$ cat config.mk
export PLATFORM = sky130hd
export DESIGN_NAME = cla_carry_net
export DESIGN_NICKNAME = d
export VERILOG_FILES = /design/src/rtl/cla_pkg.sv /design/src/rtl/cla_lookahead.sv /design/src/rtl/cla_superblock.sv /design/src/rtl/cla_carry_net.sv
export SDC_FILE = /design/constraint.sdc
export NUM_CORES = 1
export LEC_CHECK = 0
export BUFFER_PORTS_ARGS = -buffer_cell sky130_fd_sc_hd__buf_2
export CAP_MARGIN = 10
export CORE_UTILIZATION = 34
export DETAILED_ROUTE_END_ITERATION = 12
export PLACE_DENSITY = 0.9
export SLEW_MARGIN = 20
export SYNTH_ARGS = -nofsm -noshare
export SYNTH_HDL_FRONTEND = slang
export SYNTH_SLANG_ARGS = --single-unit
$ cat constraint.sdc
create_clock -name vclk -period 2.73
set_clock_uncertainty 0.1 [all_clocks]
set_input_delay 0.1365 -clock vclk [all_inputs]
set_output_delay 0.1365 -clock vclk [all_outputs]
set_load 0.05 [all_outputs]
$ cat src/rtl/cla_pkg.sv
package cla_pkg;
  localparam int unsigned GRP_W  = 4;
  localparam int unsigned GRPS   = 4;
  localparam int unsigned SBLKS  = 2;
  localparam int unsigned SB_W   = GRP_W * GRPS;
  localparam int unsigned NET_W  = SB_W * SBLKS;
endpackage

$ cat src/rtl/cla_lookahead.sv
// One lookahead unit: all carries of a WAY-wide span formed in parallel.
module cla_lookahead #(
  parameter int unsigned WAY = 4
) (
  input  logic [WAY-1:0] p_i,
  input  logic [WAY-1:0] g_i,
  input  logic           c_i,
  output logic [WAY:1]   c_o,
  output logic           grp_p_o,
  output logic           grp_g_o
);

  // Sum-of-products carry out of the first k positions.
  function automatic logic span_carry(input logic [WAY-1:0] p,
                                      input logic [WAY-1:0] g,
                                      input logic           cin,
                                      input int unsigned    k);
    logic acc;
    logic term;
    term = cin;
    for (int unsigned j = 0; j < k; j++) term = term & p[j];
    acc = term;
    for (int unsigned j = 0; j < k; j++) begin
      term = g[j];
      for (int unsigned m = j + 1; m < k; m++) term = term & p[m];
      acc = acc | term;
    end
    return acc;
  endfunction

  for (genvar k = 1; k <= WAY; k++) begin : g_carry
    assign c_o[k] = span_carry(p_i, g_i, c_i, k);
  end

  assign grp_p_o = &p_i;
  assign grp_g_o = span_carry(p_i, g_i, 1'b0, WAY);

  always_comb begin
    AST_PASS_THROUGH: assert (!((&p_i) && !(|g_i)) || (c_o[WAY] == c_i))
      else $error("all-propagate span does not pass carry-in");
    AST_TOP_GENERATE: assert (!g_i[WAY-1] || c_o[WAY])
      else $error("top generate bit did not force carry");
  end

endmodule

$ cat src/rtl/cla_superblock.sv
// Four-bit groups plus one second-level unit over the group P/G pairs.
module cla_superblock
  import cla_pkg::*;
#(
  parameter int unsigned GW = GRP_W,
  parameter int unsigned NG = GRPS,
  localparam int unsigned W = GW * NG
) (
  input  logic [W-1:0] p_i,
  input  logic [W-1:0] g_i,
  input  logic         c_i,
  output logic [W:1]   carry_o,
  output logic         sb_p_o,
  output logic         sb_g_o
);

  logic [NG-1:0] grp_p, grp_g;
  logic [NG:1]   l2_c;
  logic [NG-1:0] grp_cin;
  logic [GW:1]   l1_c [NG];

  assign grp_cin[0] = c_i;
  for (genvar j = 1; j < NG; j++) begin : g_cin
    assign grp_cin[j] = l2_c[j];
  end

  for (genvar j = 0; j < NG; j++) begin : g_grp
    cla_lookahead #(.WAY(GW)) i_grp (
      .p_i     (p_i[j*GW +: GW]),
      .g_i     (g_i[j*GW +: GW]),
      .c_i     (grp_cin[j]),
      .c_o     (l1_c[j]),
      .grp_p_o (grp_p[j]),
      .grp_g_o (grp_g[j])
    );
    for (genvar k = 1; k < GW; k++) begin : g_inner
      assign carry_o[j*GW + k] = l1_c[j][k];
    end
    assign carry_o[(j+1)*GW] = l2_c[j+1];
  end

  cla_lookahead #(.WAY(NG)) i_lvl2 (
    .p_i     (grp_p),
    .g_i     (grp_g),
    .c_i     (c_i),
    .c_o     (l2_c),
    .grp_p_o (sb_p_o),
    .grp_g_o (sb_g_o)
  );

  always_comb begin
    for (int j = 0; j < NG; j++) begin
      AST_GRP_BOUNDARY: assert (l1_c[j][GW] == l2_c[j+1])
        else $error("group %0d boundary carry mismatch", j);
    end
  end

endmodule

$ cat src/rtl/cla_carry_net.sv
// 32-bit carry network: super-blocks joined by a top lookahead stage.
module cla_carry_net
  import cla_pkg::*;
(
  input  logic [NET_W-1:0] p_i,
  input  logic [NET_W-1:0] g_i,
  input  logic             c_i,
  output logic [NET_W:1]   carry_o,
  output logic             blk_p_o,
  output logic             blk_g_o
);

  logic [SBLKS-1:0] sb_p, sb_g, sb_cin;
  logic [SBLKS:1]   top_c;
  logic [SB_W:1]    sb_c [SBLKS];

  assign sb_cin[0] = c_i;
  for (genvar s = 1; s < SBLKS; s++) begin : g_cin
    assign sb_cin[s] = top_c[s];
  end

  for (genvar s = 0; s < SBLKS; s++) begin : g_sb
    cla_superblock #(.GW(GRP_W), .NG(GRPS)) i_sb (
      .p_i     (p_i[s*SB_W +: SB_W]),
      .g_i     (g_i[s*SB_W +: SB_W]),
      .c_i     (sb_cin[s]),
      .carry_o (sb_c[s]),
      .sb_p_o  (sb_p[s]),
      .sb_g_o  (sb_g[s])
    );
    for (genvar k = 1; k < SB_W; k++) begin : g_bits
      assign carry_o[s*SB_W + k] = sb_c[s][k];
    end
    assign carry_o[(s+1)*SB_W] = top_c[s+1];
  end

  cla_lookahead #(.WAY(SBLKS)) i_top (
    .p_i     (sb_p),
    .g_i     (sb_g),
    .c_i     (c_i),
    .c_o     (top_c),
    .grp_p_o (blk_p_o),
    .grp_g_o (blk_g_o)
  );

  always_comb begin
    for (int s = 0; s < SBLKS; s++) begin
      AST_SB_HANDOFF: assert (sb_c[s][SB_W] == top_c[s+1])
        else $error("super-block %0d carry disagrees with top stage", s);
    end
    AST_KILL_ALL: assert ((|p_i) || (|g_i) || (carry_o == '0))
      else $error("carry set with no propagate or generate");
  end

endmodule

Word-level counts from Yosys, hierarchy flattened
Cells that the tools add are included.
{"block": "op_classes", "bitwise_logic": 187, "reduce_logical": 11}
{"operator": "$or 1x1->1", "n": 94}
{"operator": "$and 1x1->1", "n": 93}
{"operator": "$reduce_and 16->1", "n": 2}
{"operator": "$reduce_and 32->1", "n": 1}
{"operator": "$reduce_and 4->1", "n": 8}
{"block": "totals", "ff_bits": 0, "input_bits": 65, "output_inout_bits": 34, "word_cells": 198}

Logic depth before layout (Yosys ltp)
Gate-level depths: netlist of the first run.
{"block": "depth", "ltp_word": 25, "mapped_depth": 7, "depth_no_buf": 7}

Cells and area by module
Synthesis of the first run repeated with hierarchy kept, for this count alone.
{"block": "hier_totals", "hier_cells": 104, "hier_area_um2": 629.4}
{"mod": "cla_lookahead (g_sb[0].i_sb.g_grp[0].i_grp ...)", "instances": 10, "cells_each": 10, "area_per_inst_um2": 60.1, "seq_area_each_um2": 0.0}
{"mod": "cla_lookahead (i_top)", "instances": 1, "cells_each": 4, "area_per_inst_um2": 28.8, "seq_area_each_um2": 0.0}

Least setup slack after synthesis of the first run
Ideal clock, no wire load.
{"block": "synth_path", "path_kind": "input -> output", "start": "input p_i[2]", "end": "output carry_o[22] (netlist name)", "t_arrival_ns": 2.218, "slack_ns": 0.275, "stages": 6, "path_buffers": 0, "cell_sequence": "nand2_1 -> o221ai_1 -> a21oi_1 -> o21ai_0 -> a31oi_1 -> a21boi_0"}
{"block": "synth_via", "elab_chain_cells": 18, "elab_cells_between_ends": 22, "classes_between": "bitwise: 21; reduce/logical: 1"}
{"item": "start, declared", "line": "cla_carry_net.sv:5", "text": "input logic [NET_W-1:0] p_i,"}
{"item": "$and 1x1->1 (2 in a row)", "line": "cla_lookahead.sv:25", "text": "for (int unsigned m = j + 1; m < k; m++) term = term & p[m];"}
{"item": "$or 1x1->1 (3 in a row)", "line": "cla_lookahead.sv:26", "text": "acc = acc | term;"}
{"item": "$and 1x1->1 (3 in a row)", "line": "cla_lookahead.sv:25"}
{"item": "$or 1x1->1 (3 in a row)", "line": "cla_lookahead.sv:26"}
{"item": "$or 1x1->1 *", "line": "cla_lookahead.sv:26"}
{"item": "named net g_sb[1].i_sb.c_i", "line": "cla_superblock.sv:11", "text": "input logic c_i,"}
{"item": "$and 1x1->1 *", "line": "cla_lookahead.sv:21", "text": "for (int unsigned j = 0; j < k; j++) term = term & p[j];"}
{"item": "$or 1x1->1 *", "line": "cla_lookahead.sv:26"}
{"item": "$and 1x1->1 *", "line": "cla_lookahead.sv:21"}
{"item": "$and 1x1->1 *"}
{"item": "$or 1x1->1 * (2 in a row)", "line": "cla_lookahead.sv:26"}
{"item": "end, declared", "line": "cla_carry_net.sv:8", "text": "output logic [NET_W:1] carry_o,"}
The timed path passes the listed nets; every way through them passes the cells marked *.

Worst setup path in the final report of the first run
{"block": "layout_path", "start": "input p_i[1]", "end": "output carry_o[31] (netlist name)"}
{"block": "layout_via", "elab_chain_cells": 25, "elab_cells_between_ends": 27, "classes_between": "bitwise: 26; reduce/logical: 1"}
{"item": "$and 1x1->1 (3 in a row)", "line": "cla_lookahead.sv:25"}
{"item": "$or 1x1->1 (3 in a row)", "line": "cla_lookahead.sv:26"}
{"item": "$and 1x1->1 (3 in a row)", "line": "cla_lookahead.sv:25"}
{"item": "$or 1x1->1 (3 in a row)", "line": "cla_lookahead.sv:26"}
{"item": "$or 1x1->1 *", "line": "cla_lookahead.sv:26"}
{"item": "$and 1x1->1 *", "line": "cla_lookahead.sv:21"}
{"item": "$and 1x1->1 * (2 in a row)"}
{"item": "$or 1x1->1 * (3 in a row)", "line": "cla_lookahead.sv:26"}
{"item": "$and 1x1->1 *", "line": "cla_lookahead.sv:21"}
{"item": "$and 1x1->1 * (2 in a row)"}
{"item": "$or 1x1->1 * (3 in a row)", "line": "cla_lookahead.sv:26"}
Every way passes the cells marked *; elsewhere a longest branch is shown, timed or not.

==> results.yml, run 1 <==
power:
  pwr-share-comb: 1.000
  powerDensity_nw_per_um2: 258
  p_leak_nw: 0.651
  p_seq_frac: 0
  p_int_uw: 93.5
  p_switching_uw: 207
  switching_share: 0.689
  clock_power_share: 0
  peakVddDrop_uv: 183
sta:
  worst_pin_slew_ns: 0.457
  slew_headroom: 0.692
  grt_setup_unrepaired: "no"
  hold_viol_final: 0
  period_needed_ns: 2.18
  period_share: 0.800
  final_max_slew_viol_count: 0
  tns_ns: 0
  fmax_ghz: 0.458
  setup_ws_ns: 0.547
  finalSetupViolCount: 0
synth:
  synth_warnings: 0
  syn_nets: 180
  syn_area_sq_um: 689
  yosysUniqueCellTypes: 26
  synth.largest_area_cell: "a21o_1"
  yosysSeqAreaShare: 0
  synth_compound_area_frac: 0.603
  synthAdderAreaFrac: 0
  avgSynthCellArea_sq_um: 5.99
  synth_top_family_by_area: "compound AO/OA/AOI/OAI gates"
  synth_area_leaders: "a21o_1, a21oi_1, o21ai_0"
  synth_top_area_share: 0.218
  synth_simple_gate_area_frac: 0.289
  muxShareOfSynthArea: 0
  syn_inst: 115
  synth_xor_area_frac: 0
floorplan:
  core_sq_um: 1820
  die_y_um: 47.0
  dieArea_sq_um: 2210
  start_util: 0.379
  core.rowCount: 15
  ios: 99
  dieWidth_um: 47.0
place:
  dp_hpwl_mm: 2.04
  place.gp.congestion: 0.787
  dp_slack_ns: 0.532
  portBuffers: 99
  place_area_sq_um: 1160
critical_path:
  crit_path_start: "p_i[1]"
  critical_path_required_ns: 2.49
  cp_cell_sequence: "buf_2, a21oi_1, o221ai_1, a21oi_1, o22ai_1, o41a_1, a31o_1, buf_2"
  end_kind: "output pin"
  path_class: "in -> out"
  endpoint: "carry_o[31]"
  slowest_delay_ns: 0.42
  worst-path-max-fanout: 4
  critical-path-slowest-cell: "o41a_1"
  cp-start-kind: "input port"
  worstPathArrival_ns: 1.95
global_route:
  top_usage_layer: "met2"
  use_met1: 0.234
  grt_pass1_vias: 934
  grt_usage: 0.191
  grtUsageMet2: 0.375
  grt_pass1_wl_mm: 3.28
  grt_overflow: 0
  grt_max_degree: 5
  use_met3: 0.00769
  antenna_found_initial: 0
finish:
  regArea_sq_um: 0
  area_growth_pct: 68.8
  nFillCells: 191
  nNetsFinal: 274
  final_area_sq_um: 1160
  nFlopsAndLatches: 0
  layout-drive-gt1-share: 0.502
  antennaDiodeCount: 0
  nClkBuffers: 0
  utilization: 0.639
clock_network:
  post_cts.repair.setup_buffers: 0
  hold_buffers: 0
  cts_resized: 0
route:
  wl_mm: 2.22
  drcViolationCount: 0
  num_vias: 1166
  drtIter0Drc: 13
  viasPerCell: 5.03
  ant_nets: 0
  drt-wirelength-per-cell_um: 9.55
  first_pass_iters: 4
flow_run:
  drv_cap: 0
worst_hold_path:
  hp-class: "in -> out"
outcome:
  status: "completed"
## cells by family after synthesis
kind of cell           count (synthesis)
AOI/OAI and AO/OA                     64
and+or+nand+nor                       38
buffers and inverters                 13
## per-layer routing
metal,vias up,part of all wire
met4,0,0
li1,620,-
met5,-,0
met2,56,0.49
met1,490,0.43
met3,0,0.085
## power groups by stage
stage                     Combinational, mW  Clock [mW]  Sequential, mW
final                                 0.301           0               0
after global routing                  0.325           0               0
after CTS                             0.302           0               0
after detailed placement              0.301           0               0
after global placement                0.300           0               0
after floorplan                       0.210           0               0
## synthesized netlist by cell type, drive strengths merged (2+ instances only)
master   n
a31o     4
and4     2
or3      2
buf      7
nand2    9
a21oi   19
nor2b    2
and2     3
nand2b   4
o21ai   12
or2      2
nor2     7
a21o    20
inv      6
nor3     2
a31oi    3
nand4    3
## worst max-delay path: cells and delay by family
kind	cells	cell delay [ns]
compound gates	6	1.49
buf+inv	2	0.31
## cells in the final DEF, fill, tap and decap left out, types with 2 or more instances in the layout
master	Yosys	final
and4_1	2	2
or3_1	2	2
o21ai_0	12	12
nand2b_1	4	4
nor3_1	2	2
a21o_1	20	20
nor2b_1	2	2
a31o_2	2	2
nand4_1	3	3
inv_1	6	6
a21oi_1	19	19
buf_2	0	99
nand2_1	9	9
or2_2	2	2
and2_1	3	3
a31oi_1	3	3
nor2_1	7	7
a31o_1	2	2
## worst min-delay path by stage
stage | from | to | depth (start not counted)
final | g_i[2] | carry_o[3] | 3
after global routing | g_i[2] | carry_o[3] | 3
after CTS | g_i[2] | carry_o[3] | 3
after detailed placement | g_i[2] | carry_o[3] | 3
after global placement | g_i[6] | carry_o[7] | 3
after floorplan | g_i[26] | carry_o[27] | 2
## area by class of cell
| class | instances | area [sq um] | area share |
|---|---|---|---|
| inverters | 6 | 22.5 | 0.0194 |
| multi-input cells | 102 | 614 | 0.528 |
| well taps | 25 | 31.3 | 0.0269 |
| repair buffers | 99 | 495 | 0.426 |
## stage by stage
stage / power, mW / std cells / hold slack (ns)
2_1_floorplan: 0.210 / 115 / 0.451
3_3_place_gp: 0.300 / 232 / 0.576
3_5_place_dp: 0.301 / 232 / 0.578
4_1_cts: 0.302 / 232 / 0.578
5_1_grt: 0.325 / 232 / 0.589
6_report: 0.301 / 232 / 0.577
Power figures use the tool's default switching activity.
==> inputs of run 2 (changes only) <==
--- a/config.mk
+++ b/config.mk
@@ -7,9 +7,9 @@
 export LEC_CHECK = 0
 export BUFFER_PORTS_ARGS = -buffer_cell sky130_fd_sc_hd__buf_2
 export CAP_MARGIN = 10
-export CORE_UTILIZATION = 34
+export CORE_UTILIZATION = 32
 export DETAILED_ROUTE_END_ITERATION = 12
-export PLACE_DENSITY = 0.9
+export PLACE_DENSITY = 0.85
 export SLEW_MARGIN = 20
 export SYNTH_ARGS = -nofsm -noshare
 export SYNTH_HDL_FRONTEND = slang
==> constraint.sdc (replaced) <==
create_clock -name vclk -period 2.3
set_clock_uncertainty 0.1 [all_clocks]
set_input_delay 0.115 -clock vclk [all_inputs]
set_output_delay 0.115 -clock vclk [all_outputs]
set_load 0.05 [all_outputs]
==> run 2 against run 1 <==
Global-route usage grew 0.89 points. Core utilization shrank 5.5 points. Worst hold slack lost 0.042 ns. Critical path type unchanged. Critical endpoint unchanged. Highest routed layer unchanged.
==> results.yml, run 2 (synthesis results as in run 1) <==
clock_network:
  post_cts.repair.setup_buffers: 0
  cts_resized: 0
  hold_buffers: 0
route:
  wl_mm: 2.43
  viasPerCell: 5.15
  num_vias: 1206
  ant_nets: 0
  drtIter0Drc: 11
  drt-wirelength-per-cell_um: 10.4
  first_pass_iters: 4
  drcViolationCount: 0
floorplan:
  core.rowCount: 16
  start_util: 0.344
  dieWidth_um: 48.4
  core_sq_um: 2000
  ios: 99
  dieArea_sq_um: 2340
  die_y_um: 48.4
global_route:
  grt_pass1_vias: 1087
  grt_pass1_wl_mm: 4.11
  grt_overflow: 0
  grt_usage: 0.200
  grt_max_degree: 5
  use_met1: 0.220
  use_met3: 0.0283
  grtUsageMet2: 0.420
  antenna_found_initial: 0
  top_usage_layer: "met2"
flow_run:
  drv_cap: 0
critical_path:
  end_kind: "output pin"
  cp-start-kind: "input port"
  worstPathArrival_ns: 1.91
  critical_path_required_ns: 2.09
  worst-path-max-fanout: 3
  path_class: "in -> out"
place:
  dp_slack_ns: 0.163
  portBuffers: 99
  place.gp.congestion: 0.763
  dp_hpwl_mm: 2.17
finish:
  regArea_sq_um: 0
  nNetsFinal: 274
  nFlopsAndLatches: 0
  layout_commonest_cell: "buf_2"
  layout-drive-gt1-share: 0.507
  nClkBuffers: 0
  antennaDiodeCount: 0
  layout_common_cells: "buf_2, a21o_1, a21oi_1"
  area_growth_pct: 69.7
outcome:
  status: "completed"
power:
  powerDensity_nw_per_um2: 308
  pwr-share-comb: 1.000
  p_int_uw: 112
  peakVddDrop_uv: 208
  p_leak_nw: 0.651
  p_seq_frac: 0
  switching_share: 0.691
  clock_power_share: 0
  p_switching_uw: 249
sta:
  setup_ws_ns: 0.175
  worst_pin_slew_ns: 0.429
  hold_viol_final: 0
  period_share: 0.924
  tns_ns: 0
  fmax_ghz: 0.471
  final_max_slew_viol_count: 0
  period_needed_ns: 2.13
  finalSetupViolCount: 0
  grt_setup_unrepaired: "no"
  slew_headroom: 0.711
worst_hold_path:
  hp-class: "in -> out"
run 2: changes by cell type in the layout (fill, tap and decap cells not counted):
cell	before	now
a21oi_1	19	18
a21boi_1	0	1
a21boi_0	1	0
a21oi_2	0	1
run 2: area by class of cell:
class / count / area (sq um)
well taps: 27 / 33.8
multi-input cells: 102 / 618
repair buffers: 99 / 495
inverters: 6 / 22.5
fillers: 226 / 832
run 2: worst max-delay path, cell delays in order:
cell and delay, ns:
buf_2 0.11, a21o_1 0.18, a31o_1 0.20, a221oi_2 0.27
o22ai_1 0.18, o41a_1 0.43, a31o_1 0.23, buf_2 0.20
run 2: path summary, 6_finish.rpt:
check     from     endpoint  slack (ns)  cells after the start
max    g_i[13]  carry_o[31]        0.17                      8
min     g_i[6]   carry_o[7]        0.53                      3
run 2: power by group through the flow:
stage          combinational [mW]  clock [mW]  sequential (mW)
2_1_floorplan               0.250           0                0
3_3_place_gp                0.357           0                0
3_5_place_dp                0.360           0                0
4_1_cts                     0.361           0                0
5_1_grt                     0.388           0                0
6_report                    0.361           0                0
run 2: layer usage:
metal  share of wire  vias to the layer above
met2            0.51                       60
met3           0.089                        0
met5               0                        -
met4               0                        0
met1            0.40                      526
li1                -                      620
run 2: per-stage QoR:
stage	utilization	total power [mW]	std cells	hold WS (ns)	area (sq um)
2_1_floorplan	-	0.250	115	0.408	689
6_report	0.584	0.361	234	0.534	1170
4_1_cts	0.583	0.361	234	0.537	1170
3_5_place_dp	0.583	0.360	234	0.534	1170
5_1_grt	0.584	0.388	234	0.557	1170
3_3_place_gp	0.583	0.357	234	0.534	1170
==> inputs of run 3 (changes only) <==
--- a/config.mk
+++ b/config.mk
@@ -5,11 +5,12 @@
 export SDC_FILE = /design/constraint.sdc
 export NUM_CORES = 1
 export LEC_CHECK = 0
+export ABC_AREA = 1
 export BUFFER_PORTS_ARGS = -buffer_cell sky130_fd_sc_hd__buf_2
 export CAP_MARGIN = 10
-export CORE_UTILIZATION = 32
+export CORE_UTILIZATION = 35
 export DETAILED_ROUTE_END_ITERATION = 12
-export PLACE_DENSITY = 0.85
+export PLACE_DENSITY = 0.84
 export SLEW_MARGIN = 20
 export SYNTH_ARGS = -nofsm -noshare
 export SYNTH_HDL_FRONTEND = slang
==> run 3 against run 2 <==
Critical path depth rose by 9. Routed wire length down 4.6%. Flip-flop and latch count is the same. Cell count increased by 18%. Via count grew 1.8%. Die area grew 13%. Count of clock-buffer cells in the layout unchanged. Global-route usage decreased by 3.7 points. First-iteration DRC count shrank 36%. Largest cell class unchanged.
==> results.yml, run 3 <==
sta:
  period_needed_ns: 1.76
  slew_headroom: 0.823
  period_share: 0.767
  setup_ws_ns: 0.536
  hold_viol_final: 0
  final_max_slew_viol_count: 0
  finalSetupViolCount: 0
  worst_pin_slew_ns: 0.268
  tns_ns: 0
  hold-worst-slack_ns: 0.516
  grt_setup_unrepaired: "no"
  fmax_ghz: 0.567
critical_path:
  end_kind: "output pin"
  critical_path_required_ns: 2.09
  cp-start-kind: "input port"
  critical-path-slowest-cell: "or2_4"
  worstPathArrival_ns: 1.55
  crit_buf_inv: 4
  worst-path-max-fanout: 4
  crit_top_cell: "nand2_2"
  critical-path-top-delay-family: "simple AND/OR/NAND/NOR gates"
  cp_cell_sequence: "buf_2, nand2_1, inv_1, nand2_1, nand2_1, nand2_2, nand3_4, nand2_4, nand2_4, nand3_4, nand2_4, nand2_2, inv_2, or2_4, nand2_2, nand2_2, buf_2"
  slowest_delay_ns: 0.22
  path_class: "in -> out"
floorplan:
  die_y_um: 51.5
  start_util: 0.381
  core.rowCount: 17
  ios: 99
  dieWidth_um: 51.5
  core_sq_um: 2250
  dieArea_sq_um: 2650
synth:
  synth_area_leaders: "nand2_1, a21o_1, inv_1"
  synth_common_cells: "nand2_1, inv_1, a21o_1"
  synth.largest_area_cell: "nand2_1"
  syn_nets: 220
  yosysUniqueCellTypes: 28
  synth_top_area_share: 0.232
  avgSynthCellArea_sq_um: 5.54
  synth.most_common_cell: "nand2_1"
  syn_inst: 155
  syn_area_sq_um: 858
  yosysSeqAreaShare: 0
  synth_warnings: 0
clock_network:
  cts_resized: 0
  hold_buffers: 0
  post_cts.repair.setup_buffers: 0
route:
  viasPerCell: 4.47
  ant_nets: 0
  drcViolationCount: 0
  first_pass_iters: 4
  drt-wirelength-per-cell_um: 8.42
  wl_mm: 2.32
  num_vias: 1228
  drtIter0Drc: 7
finish:
  nClkBuffers: 0
  antennaDiodeCount: 0
  layout_commonest_cell: "buf_2"
  final_area_sq_um: 1340
  regArea_sq_um: 0
  finalNonFillerCells: 275
  nFlopsAndLatches: 0
  area_growth_pct: 55.7
  nNetsFinal: 314
  layout_common_cells: "buf_2, nand2_1, inv_1"
  utilization: 0.593
  layout-drive-gt1-share: 0.526
place:
  place_inst: 275
  place.gp.congestion: 0.664
  portBuffers: 99
  dp_hpwl_mm: 2.15
  dp_slack_ns: 0.509
  place_area_sq_um: 1340
worst_hold_path:
  hp-class: "in -> out"
power:
  p_switching_uw: 259
  power_uw: 376
  pwr-share-comb: 1.000
  switching_share: 0.687
  peakVddDrop_uv: 150
  p_leak_nw: 0.835
  powerDensity_nw_per_um2: 282
  clock_power_share: 0
  p_int_uw: 118
  p_seq_frac: 0
global_route:
  antenna_found_initial: 0
  grt_overflow: 0
  grt_pass1_wl_mm: 3.56
  grt_pass1_vias: 978
  grt_max_degree: 5
  grt_usage: 0.164
flow_run:
  drv_cap: 0
outcome:
  status: "completed"
==> run 3: per-layer routing <==
| metal | global-route usage | share of wire | up-vias |
|---|---|---|---|
| li1 | - | - | 678 |
| met1 | 0.202 | 0.41 | 503 |
| met2 | 0.325 | 0.51 | 47 |
| met3 | 0.00877 | 0.085 | 0 |
| met4 | 0 | 0 | 0 |
| met5 | 0 | 0 | - |
==> run 3: final cells by class <==
class              instances  area, sq um
multi-input cells        123          712
repair buffers            99          495
well taps                 28         35.0
inverters                 25         93.8
fillers                  253          918
==> run 3: power by group through the flow <==
stage / Combinational (mW) / Sequential, mW / Clock [mW]
2_1_floorplan: 0.274 / 0 / 0
3_3_place_gp: 0.376 / 0 / 0
3_5_place_dp: 0.378 / 0 / 0
4_1_cts: 0.379 / 0 / 0
5_1_grt: 0.404 / 0 / 0
6_report: 0.376 / 0 / 0
==> run 3: final timing paths <==
kind | slack (ns) | from | endpoint | depth (start not counted)
setup / recovery | 0.54 | p_i[2] | carry_o[26] | 17
hold / removal | 0.52 | g_i[29] | carry_o[30] | 4
==> run 3: worst min-delay path: stages <==
cell and delay [ns]:
buf_2 0.10, inv_1 0.04, nand2_1 0.04, buf_2 0.20
==> run 3: logic make-up (layout without fill, tap and decap cells) <==
kind of cell,Yosys count,in the layout,share of synthesized area
simple gates,100,100,0.615
compound gates,23,23,0.214
buf+inv,32,124,0.171
